<file path="src/rtl/nvm_cmd_pkg.sv">
package nvm_cmd_pkg;

    typedef logic [6:0] cmd_t;

    localparam cmd_t C_NOCMD  = 7'h00;
    localparam cmd_t C_NOOP   = 7'h01;
    localparam cmd_t C_FL_WR  = 7'h02;
    localparam cmd_t C_EE_WR  = 7'h12;
    localparam cmd_t C_EE_EWR = 7'h13;
    localparam cmd_t C_ALL_ER = 7'h20;
    localparam cmd_t C_EE_ALL = 7'h30;

    typedef enum logic [1:0] {
        ERR_NONE    = 2'd0,
        ERR_COLLIDE = 2'd1,
        ERR_ILLEGAL = 2'd2
    } err_e;

    typedef struct packed {
        logic       flash;
        logic       eeprom;
        logic       erase;
        logic       write;
        logic [2:0] span_log;
    } op_t;

    function automatic logic fl_range(cmd_t c);
        return (c >= 7'h08) && (c <= 7'h0D);
    endfunction

    function automatic logic ee_range(cmd_t c);
        return (c >= 7'h18) && (c <= 7'h1D);
    endfunction

    function automatic logic is_idle(cmd_t c);
        return (c == C_NOCMD) || (c == C_NOOP);
    endfunction

    function automatic logic is_immediate(cmd_t c);
        return (c == C_ALL_ER) || (c == C_EE_ALL);
    endfunction

    function automatic logic is_arming(cmd_t c);
        return (c == C_FL_WR) || (c == C_EE_WR) || (c == C_EE_EWR) ||
               fl_range(c) || ee_range(c);
    endfunction

    function automatic logic is_valid(cmd_t c);
        return is_idle(c) || is_immediate(c) || is_arming(c);
    endfunction

    function automatic op_t decode(cmd_t c, logic keep_ee);
        op_t o;
        o.flash    = (c == C_FL_WR) || fl_range(c) || (c == C_ALL_ER);
        o.eeprom   = (c == C_EE_WR) || (c == C_EE_EWR) || ee_range(c) ||
                     (c == C_EE_ALL) || ((c == C_ALL_ER) && !keep_ee);
        o.erase    = fl_range(c) || ee_range(c) || (c == C_EE_EWR) ||
                     is_immediate(c);
        o.write    = (c == C_FL_WR) || (c == C_EE_WR) || (c == C_EE_EWR);
        o.span_log = (fl_range(c) || ee_range(c)) ? c[2:0] : 3'd0;
        return o;
    endfunction

endpackage

</file>
<file path="src/rtl/nvm_ccp_gate.sv">
module nvm_ccp_gate #(
    parameter logic [7:0] KEY = 8'h9D,
    parameter int         WIN = 4
) (
    input  logic       clk,
    input  logic       rst_n,
    input  logic       key_wr,
    input  logic [7:0] key_data,
    input  logic       consume,
    output logic       open
);
    localparam int CW = $clog2(WIN + 1);

    typedef struct packed {
        logic [CW-1:0] cnt;
    } gate_s;

    gate_s s_d, s_q;

    always_comb begin
        s_d = s_q;
        if (key_wr && key_data == KEY)
            s_d.cnt = CW'(WIN);
        else if (consume)
            s_d.cnt = '0;
        else if (s_q.cnt != '0)
            s_d.cnt = s_q.cnt - CW'(1);
    end

    always_ff @(posedge clk or negedge rst_n) begin
        if (!rst_n) s_q <= '0;
        else        s_q <= s_d;
    end

    assign open = (s_q.cnt != '0);

    // a protected write shuts the window
    a_r2_single_use: assert property (@(posedge clk) disable iff (!rst_n)
        (consume && open && !key_wr) |=> !open);
endmodule

</file>
<file path="src/rtl/nvm_busy_timer.sv">
module nvm_busy_timer #(
    parameter int BASE_CYCLES = 4
) (
    input  logic       clk,
    input  logic       rst_n,
    input  logic       start,
    input  logic [2:0] span_log,
    output logic       busy
);
    localparam int CNT_W = $clog2(BASE_CYCLES * 128 + 1);
    localparam logic [CNT_W-1:0] BASE_V = CNT_W'(BASE_CYCLES);

    typedef struct packed {
        logic [CNT_W-1:0] cnt;
    } tmr_s;

    tmr_s s_d, s_q;

    always_comb begin
        s_d = s_q;
        if (start)
            s_d.cnt = BASE_V << span_log;
        else if (s_q.cnt != '0)
            s_d.cnt = s_q.cnt - CNT_W'(1);
    end

    always_ff @(posedge clk or negedge rst_n) begin
        if (!rst_n) s_q <= '0;
        else        s_q <= s_d;
    end

    assign busy = (s_q.cnt != '0);

    // a start makes the back end busy on the next cycle
    a_r9_busy_after_start: assert property (@(posedge clk) disable iff (!rst_n)
        start |=> busy);
    // the sequencer never restarts a running operation
    a_r5_no_restart: assert property (@(posedge clk) disable iff (!rst_n)
        start |-> !busy);
endmodule

</file>
<file path="src/rtl/nvm_cmd_ctrl.sv">
module nvm_cmd_ctrl
    import nvm_cmd_pkg::*;
#(
    parameter int         ADDR_W        = 3,
    parameter logic [7:0] UNLOCK_KEY    = 8'h9D,
    parameter int         UNLOCK_CYCLES = 4,
    parameter int         BASE_CYCLES   = 4
) (
    input  logic              clk,
    input  logic              rst_n,
    input  logic              reg_we,
    input  logic [ADDR_W-1:0] reg_addr,
    input  logic [7:0]        reg_wdata,
    output logic [7:0]        reg_rdata,
    input  logic              mem_store,
    input  logic              dbg_access,
    input  logic              eesave_fuse,
    output logic              busy,
    output logic              op_start,
    output logic              op_flash,
    output logic              op_eeprom,
    output logic              op_erase,
    output logic              op_write,
    output logic [2:0]        op_span_log,
    output logic [6:0]        cmd_value,
    output logic [1:0]        err_code
);
    localparam logic [ADDR_W-1:0] OFF_CMD  = ADDR_W'(0);
    localparam logic [ADDR_W-1:0] OFF_STAT = ADDR_W'(2);
    localparam logic [ADDR_W-1:0] OFF_KEY  = ADDR_W'(4);

    typedef struct packed {
        cmd_t cmd;
        err_e err;
        logic start;
        op_t  op;
    } ctl_s;

    ctl_s s_d, s_q;

    logic cmd_wr, key_wr, unlocked, start_c;
    cmd_t new_cmd;
    op_t  op_c;

    assign cmd_wr  = reg_we && (reg_addr == OFF_CMD);
    assign key_wr  = reg_we && (reg_addr == OFF_KEY);
    assign new_cmd = reg_wdata[6:0];

    nvm_ccp_gate #(
        .KEY (UNLOCK_KEY),
        .WIN (UNLOCK_CYCLES)
    ) i_gate (
        .clk      (clk),
        .rst_n    (rst_n),
        .key_wr   (key_wr),
        .key_data (reg_wdata),
        .consume  (cmd_wr),
        .open     (unlocked)
    );

    always_comb begin
        s_d       = s_q;
        s_d.start = 1'b0;
        start_c   = 1'b0;
        op_c      = s_q.op;
        if (cmd_wr && unlocked) begin
            if (busy && !is_idle(new_cmd))
                s_d.err = ERR_COLLIDE;
            else if (!is_valid(new_cmd))
                s_d.err = ERR_ILLEGAL;
            else if (!is_idle(s_q.cmd) && !is_idle(new_cmd) && new_cmd != s_q.cmd)
                s_d.err = ERR_ILLEGAL;
            else if (new_cmd == C_ALL_ER && !dbg_access)
                s_d.err = ERR_ILLEGAL;
            else begin
                s_d.cmd = new_cmd;
                s_d.err = ERR_NONE;
                if (is_immediate(new_cmd)) begin
                    start_c = 1'b1;
                    op_c    = decode(new_cmd, eesave_fuse);
                end
            end
        end else if (mem_store && !busy && is_arming(s_q.cmd)) begin
            start_c = 1'b1;
            op_c    = decode(s_q.cmd, eesave_fuse);
        end
        s_d.start = start_c;
        s_d.op    = op_c;
    end

    always_ff @(posedge clk or negedge rst_n) begin
        if (!rst_n) begin
            s_q     <= '0;
            s_q.err <= ERR_NONE;
        end else begin
            s_q <= s_d;
        end
    end

    nvm_busy_timer #(
        .BASE_CYCLES (BASE_CYCLES)
    ) i_timer (
        .clk      (clk),
        .rst_n    (rst_n),
        .start    (start_c),
        .span_log (op_c.span_log),
        .busy     (busy)
    );

    always_comb begin
        case (reg_addr)
            OFF_CMD:  reg_rdata = {1'b0, s_q.cmd};
            OFF_STAT: reg_rdata = {6'd0, s_q.err};
            default:  reg_rdata = 8'd0;
        endcase
    end

    assign op_start    = s_q.start;
    assign op_flash    = s_q.op.flash;
    assign op_eeprom   = s_q.op.eeprom;
    assign op_erase    = s_q.op.erase;
    assign op_write    = s_q.op.write;
    assign op_span_log = s_q.op.span_log;
    assign cmd_value   = s_q.cmd;
    assign err_code    = s_q.err;

    // locked writes leave command and status alone
    a_r2_locked_ignored: assert property (@(posedge clk) disable iff (!rst_n)
        (cmd_wr && !unlocked) |=> (cmd_value == $past(cmd_value)) && (err_code == $past(err_code)));
    // the register only ever holds a defined code
    a_r3_valid_only: assert property (@(posedge clk) disable iff (!rst_n)
        is_valid(cmd_value));
    // every change passes through an idle code
    a_r4_via_idle: assert property (@(posedge clk) disable iff (!rst_n)
        !$stable(cmd_value) |-> (is_idle($past(cmd_value)) || is_idle(cmd_value)));
    // start is a single-cycle pulse that coincides with busy
    a_r5_pulse: assert property (@(posedge clk) disable iff (!rst_n)
        op_start |-> busy ##1 !op_start);
    // active code while busy is a collision
    a_r8_collision: assert property (@(posedge clk) disable iff (!rst_n)
        (cmd_wr && unlocked && busy && !is_idle(new_cmd)) |=>
        (err_code == ERR_COLLIDE) && (cmd_value == $past(cmd_value)));
endmodule

</file>
<file path="config.mk">
export PLATFORM = sky130hd
export DESIGN_NAME = nvm_cmd_ctrl
export DESIGN_NICKNAME = d
export VERILOG_FILES = /design/src/rtl/nvm_cmd_pkg.sv /design/src/rtl/nvm_ccp_gate.sv /design/src/rtl/nvm_busy_timer.sv /design/src/rtl/nvm_cmd_ctrl.sv
export SDC_FILE = /design/constraint.sdc
export NUM_CORES = 1
export LEC_CHECK = 0
export BUFFER_PORTS_ARGS = -buffer_cell sky130_fd_sc_hd__buf_2
export CORE_MARGIN = 5
export CORE_UTILIZATION = 50
export CTS_BUF_LIST = sky130_fd_sc_hd__clkbuf_2
export CTS_CLUSTER_DIAMETER = 150
export DETAILED_ROUTE_END_ITERATION = 7
export GPL_ROUTABILITY_DRIVEN = 0
export PLACE_DENSITY_LB_ADDON = 0.05
export SLEW_MARGIN = 40
export SYNTH_ARGS = -nofsm -noshare
export SYNTH_HDL_FRONTEND = slang
export SYNTH_HIERARCHICAL = 1
export SYNTH_SLANG_ARGS = --single-unit
</file>
<file path="constraint.sdc">
create_clock -name clk -period 6.3 [get_ports clk]
set_input_delay 0.63 -clock clk [delete_from_list [all_inputs] [get_ports clk]]
set_output_delay 0.63 -clock clk [all_outputs]
set_load 0.005 [all_outputs]
</file>
======== After elaboration in Yosys (flattened, before gate mapping) ========
Cells that the tools add are included.
word-level totals
  output and inout port bits .............. 26
  input port bits ......................... 17
  register bits after elaboration ......... 30
operators by class
  shift-type cells ........................ 1
  add/subtract/negate cells ............... 2
  bitwise logic cells ..................... 3
  reductions and logical operators ........ 63
  equal/unequal tests ..................... 21
  mux-type cells .......................... 26
  magnitude comparators ................... 8
operators by type and width
  operator                                                            number
  2-to-1 mux 7 bit                                                    7
  logical OR 1 bit                                                    32
  equality test 7 x 5 -> 1 bit (second input constant)                4
  equality test 7 x 6 -> 1 bit (second input constant)                4
  2-to-1 mux 10 bit                                                   2
  logical AND 1 bit                                                   16
  2-to-1 mux 3 bit                                                    5
  equality test 7 x 1 -> 1 bit (second input constant)                2
  equality test 7 x 2 -> 1 bit (second input constant)                2
  greater-or-equal comparator 7 x 4 -> 1 bit (second input constant)  2
  greater-or-equal comparator 7 x 5 -> 1 bit (second input constant)  2
  <= comparator 7 x 4 -> 1 bit (second input constant)                2
  <= comparator 7 x 5 -> 1 bit (second input constant)                2
  zero test 7 bit                                                     2
  case mux 7 bit (2 select lines)                                     1
  nonzero test 10 bit                                                 1
  left shift 3 x 3 -> 10 bit (first input constant)                   1
  subtractor 10 x 1 -> 10 bit (second input constant)                 1
  equality test 8 bit (second input constant)                         1
  2-to-1 mux 2 bit                                                    4
  2-to-1 mux 1 bit                                                    7
  inequality test 7 bit                                               1
  inequality test 2 bit (second input constant)                       3
  AND reduction 6 bit                                                 1
  other kinds (10)                                                    19

======== Logic depth before layout (Yosys ltp) ========
  depth after elaboration ................. 13
  mapped depth ............................ 11
  depth with buffers taken out ............ 11

======== Modules after synthesis ========
Netlist, hierarchy kept.
modules (own cells, without submodules)
  module          area an instance (um^2)  times used  sequential area each (um^2)  cells an instance
  nvm_cmd_ctrl    1,177.4                  1           425.4                        125
  nvm_busy_timer  550.5                    1           250.2                        52
  nvm_ccp_gate    198.9                    1           75.1                         18

======== Worst setup path before layout ========
No wires, ideal clock.
  kind .................................... register -> register
  start ................................... register i_timer/s_q[0] in the netlist's numbering
  end ..................................... register i_timer/s_q[8] in the netlist's numbering
  path buffers ............................ 0
  path slack .............................. 3,601 ps
  cell stages (with the launch flop) ...... 11
  period minus slack after synthesis ...... 2,699 ps
  arrival time ............................ 2,617 ps
  setup time .............................. 82 ps
  cells stage by stage .................... dfrtp_1 inv_1 ha_1 nor3b_1 nand3_2 a211o_1 a21o_1 o31a_2 a22o_1 nand2b_1 o22ai_1
RTL lines
  element                   line                  text
  start: declaration        nvm_busy_timer.sv:17  tmr_s s_d, s_q;
  start signal: assignment  nvm_busy_timer.sv:28  if (!rst_n) s_q <= '0;
  start signal: assignment  nvm_busy_timer.sv:29  else s_q <= s_d;

==> impl_metrics.env <==
export IMPL_synth_top_area_cell="dfrtp_1"
export IMPL_synth_top_area_share=0.390
export IMPL_fin_setup_tns_ps=0
export IMPL_hold_class="in2async"
export IMPL_holdBufCountCts=0
export IMPL_start_kind="flip-flop"
export IMPL_postSynthAreaPerCell_sq_um=9.88
export IMPL_syn_area_sq_um=1930
export IMPL_worst_r2r_cell_count=11
export IMPL_syn_inst=195
export IMPL_fillers=326
export IMPL_maxCapViolCount=0
export IMPL_crit_chain="inv_1 > ha_1 > nor3b_1 > nand3_2 > inv_1 > a31o_2 > nand3_1 > o31a_2 > a22o_1 > nand2b_1 > o22ai_1"
export IMPL_drc=0
export IMPL_cts_buffer_depth=2
export IMPL_vias=1641
export IMPL_worstSetupEndpointType="flip-flop"
export IMPL_fin_crit_ps=3300
export IMPL_setup_viol=0
export IMPL_ir_worst_vdd_mv=0.146
export IMPL_fin_crit_sh=0.524
export IMPL_synth_edf_count=0
export IMPL_crit_type="reg2reg"
export IMPL_rsz0062_at_grt="no"
export IMPL_die_area_sq_um=5200
export IMPL_wl_per_cell_um=16.7
export IMPL_clock_skew_ps=15.5
export IMPL_yosysWarnings=6
export IMPL_max_slew_margin=0.538
export IMPL_tightest_slew_ps=692
export IMPL_slew_violations=0
export IMPL_grt_pass1_vias=1596
export IMPL_outcome="finished, final reports clean"
export IMPL_cts_tree="done"
export IMPL_htree_num_levels=2
export IMPL_critPathSlowestCell="nor3b_1"
export IMPL_grt_pass1_wl_um=8100
export IMPL_fp_dieH_um=72.1
export IMPL_cp_max_fo=7
export IMPL_async_flop_share=1.00
export IMPL_clkTransAtPathRegs_ps=170
export IMPL_final_layout_size_suffix_gt1_frac=0.311
export IMPL_critPathMaxStageDelay_ps=590
export IMPL_reg2reg_slack_ps=3000
export IMPL_first_pass_iters=4
export IMPL_area_growth_pct=14.8
export IMPL_cts_made_buffers=5
export IMPL_hpwl_um=3660
export IMPL_grt_ovfl_total=0
export IMPL_synth_distinct_cells=60
export IMPL_required_ps=6580
export IMPL_ant_nets=0
export IMPL_worstSkewPairLatency_ps=370
export IMPL_diodes=0
export IMPL_cpMostUsedCell="inv_1"
export IMPL_port_buffers=41
export IMPL_ys_top_cells_by_count="30 x dfrtp_1, 13 x nand2_1, 13 x nor2_1, 9 x nor3_1, 9 x xor2_1"
export IMPL_core_area_sq_um=3690
export IMPL_cp_arrival_ps=3580
export IMPL_ys_flop_type="dfrtp_1"
export IMPL_grt_max_degree=31
export IMPL_synth_area_leaders="dfrtp_1 39%, xor2_1 4.1%, xnor2_1 3.6%"
export IMPL_hold_viol=0
export IMPL_rr_endpoint="i_timer/s_q[5]$_DFFE_PN0P_"
export IMPL_die_width_um=72.1
export IMPL_clockRootBuffer="clkbuf_2"
export IMPL_io_pins=43
export IMPL_nets=257
export IMPL_power_density_nw_per_um2=284
export IMPL_final_util=0.600
export IMPL_grt_usage=0.198
export IMPL_wl_um=4790
export IMPL_power_leakage_nw=1.01
export IMPL_post_cts_buffers=0
export IMPL_antenna_found_initial=0
export IMPL_first_iter_violations=120
export IMPL_ys_ff_latch=30
export IMPL_clock_sinks=30
export IMPL_initial_core_util=0.522
export IMPL_r2r_start="i_timer/s_q[0]$_DFFE_PN0P_"
export IMPL_max_freq_ghz=0.303
export IMPL_syn_nets=215
export IMPL_viasPerCell=5.74
export IMPL_cts_resized_gates=0
export IMPL_seq_area_frac_synth=0.390
export IMPL_row_count=22
export IMPL_synth_most_common_cell="dfrtp_1"
-- cells by family (layout without fill, tap and decap cells) --
| group | count (synthesis) | count (layout) | synth area share |
|---|---|---|---|
| compound gates | 42 | 42 | 0.156 |
| xor+xnor | 17 | 17 | 0.0773 |
| fa+ha+maj | 3 | 3 | 0.0195 |
| buf+inv | 14 | 57 | 0.0403 |
| flops | 30 | 30 | 0.390 |
| mux | 8 | 8 | 0.0455 |
| other cells | 1 | 1 | 0.00195 |
| simple gates | 80 | 80 | 0.270 |
-- report_power, final --
group / leakage (nW) / internal, W / switching [W]
sequential: 0.383 / 0.000241 / 0.0000463
combinational: 0.592 / 0.0000992 / 0.000101
clock: 0.0392 / 0.0000688 / 0.0000721
total: 1.01 / 0.000409 / 0.000219
-- registers in the layout, summed over array words and instances, names as in the netlist --
name	flops
i_timer/s_q	10
cmd_value	7
op_span_log	3
op_erase	1
err_code	2
op_write	1
op_flash	1
i_gate/s_q	3
op_start	1
op_eeprom	1
-- cell usage in the layout, fill, tap and decap left out, drive strengths merged, types with 8 or more instances in the layout --
cell type	instances
buf	41
nand2	13
nor2	13
o22ai	8
inv	8
nand2b	9
o21ai	9
nor3	10
xor2	9
dfrtp	30
xnor2	8
-- cell type report --
| cell class | count | area (sq um) | area share |
|---|---|---|---|
| Sequential cell | 30 | 751 | 0.339 |
| Clock inverter | 2 | 37.5 | 0.0170 |
| Tap cell | 48 | 60.1 | 0.0271 |
| Clock buffer | 6 | 30.0 | 0.0136 |
| Timing Repair Buffer | 41 | 205 | 0.0928 |
| Multi-Input combinational cell | 151 | 1100 | 0.497 |
| Inverter | 8 | 30.0 | 0.0136 |
-- how the worst max path moves through the flow --
stage	start	endpoint	slack [ps]	cells after the start
3_5_place_dp	i_timer/s_q[0]$_DFFE_PN0P_	i_timer/s_q[5]$_DFFE_PN0P_	3030	11
6_report	i_timer/s_q[0]$_DFFE_PN0P_	i_timer/s_q[5]$_DFFE_PN0P_	3000	11
4_1_cts	i_timer/s_q[0]$_DFFE_PN0P_	i_timer/s_q[5]$_DFFE_PN0P_	2990	11
5_1_grt	i_timer/s_q[0]$_DFFE_PN0P_	i_timer/s_q[2]$_DFFE_PN0P_	2570	10
3_3_place_gp	i_timer/s_q[0]$_DFFE_PN0P_	i_timer/s_q[6]$_DFFE_PN0P_	3190	11
2_1_floorplan	i_timer/s_q[0]$_DFFE_PN0P_	i_timer/s_q[8]$_DFFE_PN0P_	3600	10
-- through the flow --
step | hold WS, ps | worst slack (ps) | total power (W) | cell area (sq um) | instances
final | 263 | 3000 | 0.000628 | 2210 | 286
after global routing | 298 | 2570 | 0.000676 | 2210 | 286
after CTS | 265 | 2990 | 0.000635 | 2210 | 286
after detailed placement | 507 | 3030 | 0.000495 | 2140 | 278
after global placement | 496 | 3190 | 0.000482 | 2140 | 278
after floorplan | 334 | 3600 | 0.000433 | 1930 | 195
-- critical path, delay by kind of cell, from the launching register on --
family	cells	cell delay (ps)
AO/OA/AOI/OAI	4	1070
adder cells (fa/ha/maj)	1	170
buffers and inverters	2	210
flip-flops	1	450
AND/OR/NAND/NOR	4	1330
-- layer usage --
layer,wire [um],vias to the layer above,GRT usage
li1,-,802,-
met1,2290,800,0.276
met2,2260,34,0.309
met3,207,5,0.0443
met4,33,0,0.0564
met5,0,-,0
Power figures use the tool's default switching activity.
